==> src/rtl/cmp_out_unit.sv <==
module cmp_out_unit #(
  parameter int CW = 16
) (
  input  logic          clk,
  input  logic          rst_n,
  input  logic [CW-1:0] cnt,
  input  logic          cnt_down,
  input  logic          updown,
  input  logic [CW-1:0] cmp_val,
  input  logic          period_hit,
  input  logic [2:0]    out_mode,
  input  logic          sw_out,
  input  logic          irq_en,
  input  logic          flag_clr,
  output logic          wave_out,
  output logic          cmp_flag,
  output logic          irq
);

  typedef enum logic [1:0] {ACT_NONE, ACT_SET, ACT_CLR, ACT_TOG} act_e;

  logic eq_now, eq_q, chan_hit, wave_q, rising_ud;
  act_e ch_act, pe_act;

  assign eq_now    = (cnt == cmp_val);
  assign chan_hit  = eq_now && !eq_q;
  assign rising_ud = updown && !cnt_down;

  always_comb begin
    ch_act = ACT_NONE;
    pe_act = ACT_NONE;
    unique case (out_mode)
      3'd1: ch_act = ACT_SET;
      3'd2: begin ch_act = ACT_TOG; pe_act = ACT_CLR; end
      3'd3: begin ch_act = rising_ud ? ACT_NONE : ACT_SET; pe_act = ACT_CLR; end
      3'd4: ch_act = ACT_TOG;
      3'd5: ch_act = ACT_CLR;
      3'd6: begin ch_act = ACT_TOG; pe_act = ACT_SET; end
      3'd7: begin ch_act = rising_ud ? ACT_NONE : ACT_CLR; pe_act = ACT_SET; end
      default: ;
    endcase
  end

  function automatic logic apply(act_e a, logic cur);
    case (a)
      ACT_SET: return 1'b1;
      ACT_CLR: return 1'b0;
      ACT_TOG: return !cur;
      default: return cur;
    endcase
  endfunction

  always_ff @(posedge clk) begin
    if (!rst_n) begin
      eq_q     <= 1'b0;
      wave_q   <= 1'b0;
      cmp_flag <= 1'b0;
    end else begin
      eq_q <= eq_now;
      if (out_mode == 3'd0)
        wave_q <= sw_out;
      else if (period_hit && pe_act != ACT_NONE)
        wave_q <= apply(pe_act, wave_q);
      else if (chan_hit)
        wave_q <= apply(ch_act, wave_q);
      if (chan_hit)
        cmp_flag <= 1'b1;
      else if (flag_clr)
        cmp_flag <= 1'b0;
    end
  end

  assign wave_out = (out_mode == 3'd0) ? sw_out : wave_q;
  assign irq      = cmp_flag && irq_en;

endmodule

==> config.mk <==
export PLATFORM = sky130hd
export DESIGN_NAME = cmp_out_unit
export DESIGN_NICKNAME = d
export VERILOG_FILES = /design/src/rtl/cmp_out_unit.sv
export SDC_FILE = /design/constraint.sdc
export NUM_CORES = 1
export LEC_CHECK = 0
export ABC_AREA = 0
export BUFFER_PORTS_ARGS = -buffer_cell sky130_fd_sc_hd__buf_2
export CORE_MARGIN = 2
export CORE_UTILIZATION = 27
export CTS_CLUSTER_DIAMETER = 30
export CTS_CLUSTER_SIZE = 14
export DETAILED_ROUTE_END_ITERATION = 7
export PLACE_DENSITY = 0.72
export SLEW_MARGIN = 10
export SYNTH_ARGS = -nofsm -noshare
export SYNTH_HDL_FRONTEND = slang
export SYNTH_SLANG_ARGS = --single-unit
==> constraint.sdc <==
create_clock -name clk -period 1.46 [get_ports clk]
set_clock_uncertainty 0.1 [all_clocks]
set_input_delay 0.219 -clock clk [delete_from_list [all_inputs] [get_ports clk]]
set_output_delay 0.219 -clock clk [all_outputs]
set_load 0.1 [all_outputs]
==> results.md <==
- Syn Inst Count: 48
- Standard-cell rows: 13
- Via/cell ratio: roughly 4.6
- Worst slack at placement: -205 ps
- CTS tree: yes
- Top FF cell, synth: dfxtp_1
- Crit-path cells: buf_2 -> nor3_4 -> mux2_2 -> buf_6
- Setup TNS: 0 ps
- Final period util: approximately 96%
- Buf+Inv Stages, Crit Path: 2
- Initial cell density of the core: between 20 and 30%
- # IOs: 46
- Number of synthesized flops with an enable pin: 0
- # clock sinks: 3
- Worst setup margin: approximately 65 ps
- DRT iter0 DRCs: 4
- Most frequent cell after synthesis: xnor2_1
- Vias in the first global route: between 400 and 500
- Post-synthesis net count: 91
- DRC viols: 0
- Via count: 544
- Synth top area share: 37.7%
- Total gr overflow: 0
- Final Hold Fails: 0
- RSZ-0062 raised after global routing: yes
- Avg WL per Cell: around 9.5 um
- Setup Fix Bufs, Post-CTS: 0
- Layout cells sized above 1: roughly 61%
- Wl on met1: about 420 um
- Post-synthesis sequential area ratio: 16.2%
- Multi-input gate area: about 340 um^2
- Max Freq: 717 MHz
- Cts bufs inserted: 3
- Crit. End Element: output port
- Initial antenna violation count: 0
- Library cells used by synthesis: 19
- Dpl cell area: around 670 um^2
- Root buf cell: clkbuf_4
- # fillers: approximately 120
- Relative slew slack: 68.0%
- YS warnings: 0
- Worst path arrival time: 1080 ps
- ANT nets after route: 0
- Hold Path Class: in -> reg
- VDD IR max: approximately 0.00034 V
- Power Total: 0.429 mW
- Chip width: around 40 um
- Outcome: finished clean
- Final instance area: between 700 and 800 um^2
- Async S/R FF share, synth: 0%
- Clock-pin slew on the worst setup and hold paths: 40 ps
- Area Overhead vs Synth: 107%
- Die height: just over 40 um
- Critical Path Fanout Max: 2
- Yosys top cell by area: xnor2_1
- Core Footprint: 0.00130 mm^2
- Final Critical Period: roughly 1400 ps
- GRT Overall Usage: 14.1%
- Largest delay share family, worst path: multiplexers
- Final #Nets: 146
- Most frequent cells after synthesis: 16 x xnor2_1, 4 x nand2_1
- Clock network latency to the later pin of the worst-skew pair: around 240 ps
- Power density over the cells: around 560 mW/mm^2
- IO Port Bufs: 45
- N_diodes: 0
- Slowest cell on crit path: mux2_2
- Largest net degree at the start of global routing: 7
- Syn avg cell area: ~7.7 um^2
- Max-Cap Viols: 0
- Drt first pass iters: 2
- Dpl hpwl: 944 um
- Sequential Area: roughly 61 um^2
- GP Congestion: around 0.63
- Leading cell types by total area after synthesis: xnor2_1 38%, dfxtp_1 16%, nand4_1 5.1%
- DR top layer: met4
- Non-filler cells, final: 117
- Area of the mapped netlist: about 370 um^2
- H-tree levels: 1
- Met2 WL: about 550 um
- Metal3 WL: 129 um
- Worst path max stage delay: ~360 ps
- CP Launch Type: input pin
- Clock tree buffer depth: 2
- Cells after DPL: 113
- Worst EP required: between 1000 and 1500 ps
- Setup Viol. Count Final: 0
- FF+latch count, synth: 3
- Post-Route WL: ~1.1 mm
- First-pass GRT wire length: between 1.5 and 2 mm
- Worst slew pin tran: 483 ps
- Critical path type: in -> out
- LEAKAGE: around 0.37 nW
- Die ar.: 0.00169 mm^2
- Max-slew violation count: 0
[worst reg2reg max path, stage by stage (launching register included)]
cell      delay [ps]
dfxtp_1          340
o21ai_0          100
o211ai_1          80
o21ai_0          100
nand2_1           70
mux2i_1           60
[registers in the layout, indices dropped and copies added, names as in the netlist]
signal / flops
cmp_flag: 1
wave_q: 1
eq_q: 1
[layout make-up]
type                            count  area share [%]
Clock buffer                        4            3.41
Inverter                            3            1.46
Multi-Input combinational cell     42            44.6
Sequential cell                     3            7.97
Tap cell                           15            2.44
Timing Repair Buffer               50            40.2
[logic make-up (layout without fill, tap and decap cells)]
family | count (synthesis) | after routing | synth area share, %
multiplexers | 2 | 2 | 5.72
buffers and inverters | 3 | 57 | 3.03
AO/OA/AOI/OAI | 8 | 8 | 13.8
AND/OR/NAND/NOR | 16 | 16 | 23.6
flip-flops | 3 | 3 | 16.2
XOR/XNOR | 16 | 16 | 37.7
[path summary, 6_finish.rpt]
kind / startpoint / slack, ps / depth (start not counted) / to
worst max-delay path: out_mode[1] / 60 / 4 / wave_out
worst min-delay path: rst_n / 130 / 3 / eq_q$_SDFF_PN0_
worst max register to register: wave_q$_SDFFE_PN0P_ / 500 / 5 / wave_q$_SDFFE_PN0P_
worst min register to register: wave_q$_SDFFE_PN0P_ / 370 / 2 / wave_q$_SDFFE_PN0P_
[repair_timing]
item                       CTS  global route
hold buffers                 0             0
gates resized for setup      2            10
setup endpoints to repair    1             3
pin swaps                    0             8
[stage by stage]
| stage | hold slack (ps) | util, % |
|---|---|---|
| after floorplan | 231 | - |
| after global placement | 364 | 51.6 |
| after detailed placement | 367 | 51.6 |
| after CTS | 126 | 54.2 |
| after global routing | 131 | 59.1 |
| final | 132 | 59.1 |
[per-layer routing]
metal | up-vias | track usage (%)
met4 | 0 | 4.84
li1 | 276 | -
met5 | - | 0
met2 | 36 | 23.8
met1 | 230 | 16.3
met3 | 2 | 4.89
[report_power, final]
group          internal (mW)  total, mW  switching, mW
combinational          0.108      0.192         0.0841
clock                  0.103      0.150         0.0476
sequential            0.0851     0.0868        0.00171
total                  0.296      0.429          0.133
[placed cells by master, fill, tap and decap left out, drive strengths merged, types with 2 or more instances in the layout]
cell type | netlist | final
a21oi | 3 | 3
and2 | 2 | 2
buf | 0 | 50
clkbuf | 0 | 4
dfxtp | 3 | 3
inv | 3 | 3
nand2 | 4 | 4
nand4 | 3 | 3
nor3 | 2 | 2
o21ai | 2 | 2
xnor2 | 16 | 16
No activity file was read; power rests on OpenSTA's default activity.
